## config.mk

```make
export PLATFORM = sky130hd
export DESIGN_NAME = sc_txq
export DESIGN_NICKNAME = d
export VERILOG_FILES = /design/src/rtl/sc_txq_pkg.sv /design/src/rtl/sc_txq_store.sv /design/src/rtl/sc_txq_ptrs.sv /design/src/rtl/sc_txq_lock.sv /design/src/rtl/sc_txq.sv
export SDC_FILE = /design/constraint.sdc
export NUM_CORES = 1
export LEC_CHECK = 0
export CAP_MARGIN = 10
export CORE_MARGIN = 1.5
export CORE_UTILIZATION = 25
export DETAILED_ROUTE_END_ITERATION = 10
export GPL_TIMING_DRIVEN = 1
export PLACE_DENSITY = 0.44
export SLEW_MARGIN = 20
export SYNTH_ARGS = -nofsm -noshare
export SYNTH_HDL_FRONTEND = slang
export SYNTH_SLANG_ARGS = --single-unit
```

## constraint.sdc

```tcl
create_clock -name clk -period 3.8 [get_ports clk]
set_input_delay 0.57 -clock clk [delete_from_list [all_inputs] [get_ports clk]]
set_output_delay 0.57 -clock clk [all_outputs]
set_load 0.05 [all_outputs]
```

## src/rtl/sc_txq_pkg.sv

```systemverilog
package sc_txq_pkg;
  // per-cycle queue operation after priority resolution
  typedef struct packed {
    logic clr;
    logic push;
    logic pop;
  } txq_op_t;
endpackage

```

## src/rtl/sc_txq_store.sv

```systemverilog
module sc_txq_store #(
  parameter int DW    = 8,
  parameter int DEPTH = 8,
  localparam int PW   = (DEPTH > 1) ? $clog2(DEPTH) : 1
) (
  input  logic          clk,
  input  logic          we,
  input  logic [PW-1:0] wa,
  input  logic [DW-1:0] wd,
  input  logic [PW-1:0] ra,
  output logic [DW-1:0] rd
);
  logic [DW-1:0] mem [DEPTH];

  always_ff @(posedge clk) begin
    if (we) mem[wa] <= wd;
  end

  // show-ahead read so the head character is present with rd_valid
  assign rd = mem[ra];
endmodule

```

## src/rtl/sc_txq_ptrs.sv

```systemverilog
module sc_txq_ptrs
  import sc_txq_pkg::*;
#(
  parameter int DEPTH = 8,
  localparam int PW   = (DEPTH > 1) ? $clog2(DEPTH) : 1,
  localparam int LW   = $clog2(DEPTH + 1)
) (
  input  logic          clk,
  input  logic          rst,
  input  txq_op_t       op,
  output logic [PW-1:0] wr_ptr,
  output logic [PW-1:0] rd_ptr,
  output logic [LW-1:0] level,
  output logic [LW-1:0] lvl_nxt,
  output logic          empty,
  output logic          full
);
  localparam logic [PW-1:0] LAST = PW'(DEPTH - 1);
  localparam logic [LW-1:0] TOP  = LW'(DEPTH);

  function automatic logic [PW-1:0] advance(input logic [PW-1:0] p);
    return (p == LAST) ? '0 : p + 1'b1;
  endfunction

  always_comb begin
    if (rst || op.clr) lvl_nxt = '0;
    else               lvl_nxt = level + LW'(op.push) - LW'(op.pop);
  end

  always_ff @(posedge clk) begin
    if (rst || op.clr) begin
      wr_ptr <= '0;
      rd_ptr <= '0;
    end else begin
      if (op.push) wr_ptr <= advance(wr_ptr);
      if (op.pop)  rd_ptr <= advance(rd_ptr);
    end
    level <= lvl_nxt;
    empty <= (lvl_nxt == '0);
    full  <= (lvl_nxt == TOP);
  end
endmodule

```

## src/rtl/sc_txq_lock.sv

```systemverilog
module sc_txq_lock #(
  parameter int LW = 4
) (
  input  logic          clk,
  input  logic          rst,
  input  logic          clr,
  input  logic          err_in,
  input  logic [LW-1:0] lvl_nxt,
  input  logic [LW-1:0] thr,
  output logic          err_q,
  output logic          tide_q
);
  always_ff @(posedge clk) begin
    if (rst || clr)  err_q <= 1'b0;
    else if (err_in) err_q <= 1'b1;
    // lvl_nxt is forced to zero during reset, so no reset branch is needed
    tide_q <= (lvl_nxt < thr);
  end
endmodule

```

## src/rtl/sc_txq.sv

```systemverilog
module sc_txq
  import sc_txq_pkg::*;
#(
  parameter int DW    = 8,
  parameter int DEPTH = 8,
  localparam int PW   = (DEPTH > 1) ? $clog2(DEPTH) : 1,
  localparam int LW   = $clog2(DEPTH + 1)
) (
  input  logic          clk,
  input  logic          rst,
  input  logic          wr_en,
  input  logic [DW-1:0] wr_data,
  input  logic          rd_req,
  input  logic          flush,
  input  logic          tx_err,
  input  logic [LW-1:0] tide_thr,
  output logic [DW-1:0] rd_data,
  output logic          rd_valid,
  output logic [LW-1:0] level,
  output logic          empty,
  output logic          full,
  output logic          tide_irq,
  output logic          err_irq
);
  txq_op_t       op;
  logic [PW-1:0] wr_ptr, rd_ptr;
  logic [LW-1:0] lvl_nxt;

  assign rd_valid = !empty && !err_irq;

  always_comb begin
    op.clr  = flush;
    op.push = wr_en  && !full     && !flush;
    op.pop  = rd_req && rd_valid  && !flush;
  end

  sc_txq_store #(.DW(DW), .DEPTH(DEPTH)) u_store (
    .clk (clk),
    .we  (op.push),
    .wa  (wr_ptr),
    .wd  (wr_data),
    .ra  (rd_ptr),
    .rd  (rd_data)
  );

  sc_txq_ptrs #(.DEPTH(DEPTH)) u_ptrs (
    .clk     (clk),
    .rst     (rst),
    .op      (op),
    .wr_ptr  (wr_ptr),
    .rd_ptr  (rd_ptr),
    .level   (level),
    .lvl_nxt (lvl_nxt),
    .empty   (empty),
    .full    (full)
  );

  sc_txq_lock #(.LW(LW)) u_lock (
    .clk     (clk),
    .rst     (rst),
    .clr     (flush),
    .err_in  (tx_err),
    .lvl_nxt (lvl_nxt),
    .thr     (tide_thr),
    .err_q   (err_irq),
    .tide_q  (tide_irq)
  );
endmodule

```

After elaboration in Yosys (flattened, before gate mapping)
Memories as Yosys holds them, arrays and structs flattened. A register that Yosys moved wholly into a read port is not among the register bits.
Index checks and enable logic that the tools add are counted.
- register bits: 14
- memory bits (writable): 64
- input port bits: 18
- output and inout bits: 17
- logic and storage cells: 34
- memories kept: 1
- memory list (name ; words ; bits a word ; read ports ; clocked after Yosys merged registers in ; write ports ; RTL line ; RTL):
    u_store.mem ; 8 ; 8 ; 1 ; 1 ; 1 ; sc_txq_store.sv:13 ; logic [DW-1:0] mem [DEPTH];
- add/sub/neg operators: 4
- $lt $le $gt $ge: 1
- eq/ne operators: 3
- mux-type cells: 7
- reduce and logical (&&, ||, !) cells: 11
- operator list (cell ; number):
    3-bit 2-to-1 mux ; 4
    3-bit by 1-bit adder with 3-bit output (second input constant) ; 2
    3-bit equality test (second input constant) ; 2
    1-bit logical AND ; 5
    4-bit by 1-bit adder with 4-bit output ; 1
    4-bit equality test (second input constant) ; 1
    1-bit logical NOT ; 4
    4-bit logical NOT ; 1
    4-bit < comparator ; 1
    4-bit 2-to-1 mux ; 1
    4-bit by 1-bit subtractor with 4-bit output ; 1
    1-bit 2-to-1 mux ; 2
    1-bit logical OR ; 1

Depth between registers and ports, before layout
- word-level depth: 7
- depth in mapped cells: 12
- gate-level depth less buffers: 11

Hierarchy
A second synthesis with hierarchy kept.
- cell total of the unflattened synthesis: 183
- area, all modules: 3281.9 um^2
- modules (own cells, without submodules) (module ; times used ; cells each ; area each (um^2) ; sequential area each (um^2)):
    sc_txq_store ; 1 ; 106 ; 2531.2 ; 1921.8
    sc_txq_ptrs ; 1 ; 59 ; 590.6 ; 240.2
    sc_txq_lock ; 1 ; 15 ; 133.9 ; 40.0
    sc_txq ; 1 ; 3 ; 26.3 ; 0.0

Worst setup path after synthesis
Ideal clock, no wire load.
- path type: register -> register
- start: register u_lock.err_q
- end: register u_lock.tide_q
- setup time: 0.115 ns
- arrival time: 2.787 ns
- data required time: 3.685 ns
- slack: 0.898 ns
- stages on the path, launching flop included: 13
- path buffers: 1
- clock period less this slack: 2.902 ns
- cell sequence: dfxtp_1 or3b_1 clkbuf_1 or3_1 nand2_1 ha_1 inv_1 fa_1 xor2_1 nor2_1 ha_1 o211ai_1 o21a_1
- cells in the longest elaborated chain, start to end: 7
- ends and longest elaborated chain (what ; RTL line ; RTL):
    from (decl) ; sc_txq_lock.sv:10 ; output logic err_q,
    from (signal assigned) ; sc_txq_lock.sv:14 ; if (rst || clr) err_q <= 1'b0;
    from (signal assigned) ; sc_txq_lock.sv:15 ; else if (err_in) err_q <= 1'b1;
    1-bit logical NOT ; sc_txq.sv:29 ; assign rd_valid = !empty && !err_irq;
    1-bit logical AND ; sc_txq.sv:29 ;
    1-bit logical AND (2 in a row) ; sc_txq.sv:34 ; op.pop = rd_req && rd_valid && !flush;
    4-bit by 1-bit subtractor with 4-bit output ; sc_txq_ptrs.sv:27 ; else lvl_nxt = level + LW'(op.push) - LW'(op.pop);
    4-bit 2-to-1 mux ; sc_txq_ptrs.sv:26 ; if (rst || op.clr) lvl_nxt = '0;
    via lvl_nxt[2] ; sc_txq.sv:27 ; logic [LW-1:0] lvl_nxt;
    4-bit < comparator ; sc_txq_lock.sv:17 ; tide_q <= (lvl_nxt < thr);
    to (signal assigned) ; sc_txq_lock.sv:17 ;
    to (decl) ; sc_txq_lock.sv:11 ; output logic tide_q
The timed path passes the listed nets, and every way through them passes these cells.
A chain may end at the register's enable or synchronous reset.

Worst setup path after layout
- start: input port rd_req
- end: register u_lock.tide_q
- cells in the longest elaborated chain, start to end: 5
- ends and longest elaborated chain (what ; RTL line ; RTL):
    from (decl) ; sc_txq.sv:13 ; input logic rd_req,
    1-bit logical AND (2 in a row) ; sc_txq.sv:34 ;
    4-bit by 1-bit subtractor with 4-bit output ; sc_txq_ptrs.sv:27 ;
    4-bit 2-to-1 mux ; sc_txq_ptrs.sv:26 ;
    via lvl_nxt[2] ; sc_txq.sv:27 ;
    4-bit < comparator ; sc_txq_lock.sv:17 ;
The timed path passes the listed nets, and every way through them passes these cells.

==> results_dict.tcl <==
set metrics [dict create \
    status "finished, final reports clean" \
    synthCells 194 \
    die_x_um 119 \
    instances_no_fill 424 \
    final.setup_skew_ps 6.83 \
    fillers 1289 \
    hold_viol 0 \
    cts_tree "done" \
    critPathLaunchType "input pin" \
    cts_max_level 3 \
    p_leak_uw 0.00145 \
    synth_flop_cell "edfxtp_1" \
    grt_pass1_wl_mm 10.2 \
    path_cells "clkdlybuf4s50_1, or3b_1, or3_1, nand2_1, ha_1, inv_1, fa_1, xor2_1, nor2_1, ha_1, o211ai_1, o21a_1" \
    cts.sinks 81 \
    synthesis.area_sq_um 3360 \
    drv_slew 0 \
    rsz0062_at_grt "no" \
    fp-row-count 42 \
    drt_pass1_iterations 4 \
    grt_use_total_pct 9.82 \
    crit_family "simple AND/OR/NAND/NOR gates" \
    wire_per_inst_um 15.2 \
    port_buffers 34 \
    drive_gt1_share_pct 15.3 \
    path_max_fanout 8 \
    drcViolationCount 0 \
    synthesis.nets 223 \
    antenna_left 0 \
    hold_class "flip-flop to flip-flop" \
    fin_crit_ps 3200 \
    slew_headroom_pct 64.4 \
    postLayoutCoreUtil_pct 32.1 \
    diodes 0 \
    cts_setup_buffers 0 \
    nets 272 \
    synthToLayoutAreaGrowth_pct 25.9 \
    grt-ovfl-total 0 \
    synth_edf_count 64 \
    fp.dieArea_sq_um 14200 \
    hpwl_mm 4.24 \
    power.density_nw_per_um2 459 \
    critPathSlowestCell "clkdlybuf4s50_1" \
    grt_max_degree 17 \
    cp_common_cell "ha_1" \
    ys_ff_latch 81 \
    placed_cells 408 \
    cp.arrival_ps 3420 \
    crit_start "rd_req" \
    vdd.ir_drop.worst_mv 0.213 \
    synth_warnings 0 \
    finalSetupViolations 0 \
    place.gp.congestion 0.698 \
    num_io_pins 35 \
    ys_types 37 \
    drv_cap 0 \
    antenna_found_initial 0 \
    vias_per_cell 4.24 \
    worst-setup-path-type "input pin to flip-flop" \
    initial_utilization_pct 25.5 \
    max_stage_delay_ps 470 \
    holdWs_ps 493 \
    layout_worst_path_cycle_share_pct 84.1 \
    insertion_delay_ps 330 \
    crit_buf_inv 2 \
    syn_avg_cell_area_sq_um 17.3 \
    routed_wl_mm 6.46 \
    cts.root.buffer_cell "clkbuf_16" \
    reg2reg_from "u_lock.err_q$_SDFFE_PP0P_" \
    tns_ps 0 \
    drt_iter0_drc 152 \
    ctsResizeCount 0 \
    fmax_mhz 313 \
    yosysSeqAreaShare_pct 67.3 \
    clockBufferDepth 2 \
    cts_hold_buffers 0 \
    async_reset_ff_share_pct 0 \
    crit_path_end_kind "flip-flop" \
    via_count 1797 \
    fp.coreArea_sq_um 13200 \
    dieHeight_um 119 \
    numCtsBuffers 9 \
    grt_pass1_vias 1816 \
    tightest_slew_ps 532 \
    clk_pin_slew_ps 70 \
    critPathRequiredTime_ps 4030 \
    holdCritStartpoint "u_ptrs.rd_ptr[2]$_SDFFE_PP0P_" \
]
## synth_stat cells (2+ instances only)
| cell | n | area [sq um] |
|---|---|---|
| a21oi_1 | 8 | 40.0 |
| clkbuf_1 | 3 | 11.3 |
| dfxtp_1 | 17 | 340 |
| edfxtp_1 | 64 | 1920 |
| ha_1 | 10 | 125 |
| inv_1 | 8 | 30.0 |
| mux2_2 | 8 | 90.1 |
| mux2i_1 | 2 | 20.0 |
| mux4_1 | 16 | 420 |
| nand2_1 | 6 | 22.5 |
| nand2b_1 | 4 | 25.0 |
| nand3_1 | 2 | 10.0 |
| nor2_1 | 16 | 60.1 |
| nor3_1 | 3 | 15.0 |
| nor3b_1 | 2 | 15.0 |
| o21ai_0 | 2 | 10.0 |
| o221a_2 | 2 | 22.5 |
| or3_1 | 2 | 12.5 |
## state kept, by name, indices dropped and copies added, names as in the netlist, named ones only
name	flops
u_ptrs.level	4
u_store.mem	64
u_lock.tide_q	1
u_ptrs.empty	1
u_ptrs.full	1
u_ptrs.rd_ptr	3
u_lock.err_q	1
u_ptrs.wr_ptr	3
## routing by layer
layer	part of all wire, %	GRT usage, %	wire [um]
met5	0	0	0
met4	1.3	4.07	86
met3	4.3	2.49	276
met2	47	15.5	3040
met1	47	12.8	3060
## cells by family after synthesis
logic type / count (synthesis) / synth area share, %
XOR/XNOR: 2 / 0.521
adder cells (fa/ha/maj): 11 / 4.32
flip-flops: 81 / 67.3
AO/OA/AOI/OAI: 17 / 3.27
AND/OR/NAND/NOR: 42 / 6.44
multiplexers: 26 / 15.8
buffers and inverters: 15 / 2.42
## worst paths after layout
kind,slack (ps),cells after the start,to
setup / recovery,600,12,u_lock.tide_q$_DFF_P_
hold reg to reg,490,2,u_ptrs.rd_ptr[2]$_SDFFE_PP0P_
setup reg to reg,960,11,u_lock.tide_q$_DFF_P_
hold / removal,490,2,u_ptrs.rd_ptr[2]$_SDFFE_PP0P_
## through the flow
stage / power (uW) / area (sq um) / setup WS (ps)
finish: 1940 / 4230 / 605
floorplan: 1090 / 3360 / 898
CTS: 1980 / 4230 / 605
global route: 2020 / 4230 / 378
detailed placement: 1150 / 3960 / 274
global placement: 1150 / 3960 / 343
## placed cells by master (no fill, tap or decap), drive strengths merged, types with 6 or more instances in the layout
cell type / netlist / layout
nand2: 6 / 6
clkbuf: 3 / 10
mux4: 16 / 16
edfxtp: 64 / 64
mux2: 8 / 8
clkdlybuf4s50: 0 / 34
ha: 10 / 10
nor2: 16 / 16
a21oi: 8 / 8
dfxtp: 17 / 17
buf: 4 / 11
inv: 8 / 12
## power breakdown
part	total, uW	switching, uW	internal (uW)
Clock	812	360	452
Combinational	157	92.4	65.0
Sequential	973	5.88	968
Total	1940	459	1480
## final cells by class
cell class,count,area [sq um],share of cell area (%)
inverters,8,30.0,0.709
flip-flops and latches,81,2260,53.4
clock inverters,6,48.8,1.15
clock buffers,10,229,5.41
multi-input cells,98,1020,24.1
well taps,176,220,5.20
repair buffers,45,423,9.99
## tightest hold or removal path: stages (launching register included)
cell and delay [ps]:
dfxtp_1 310, nand2_1 70, a21oi_1 60
(Power assumes the default switching activity.)
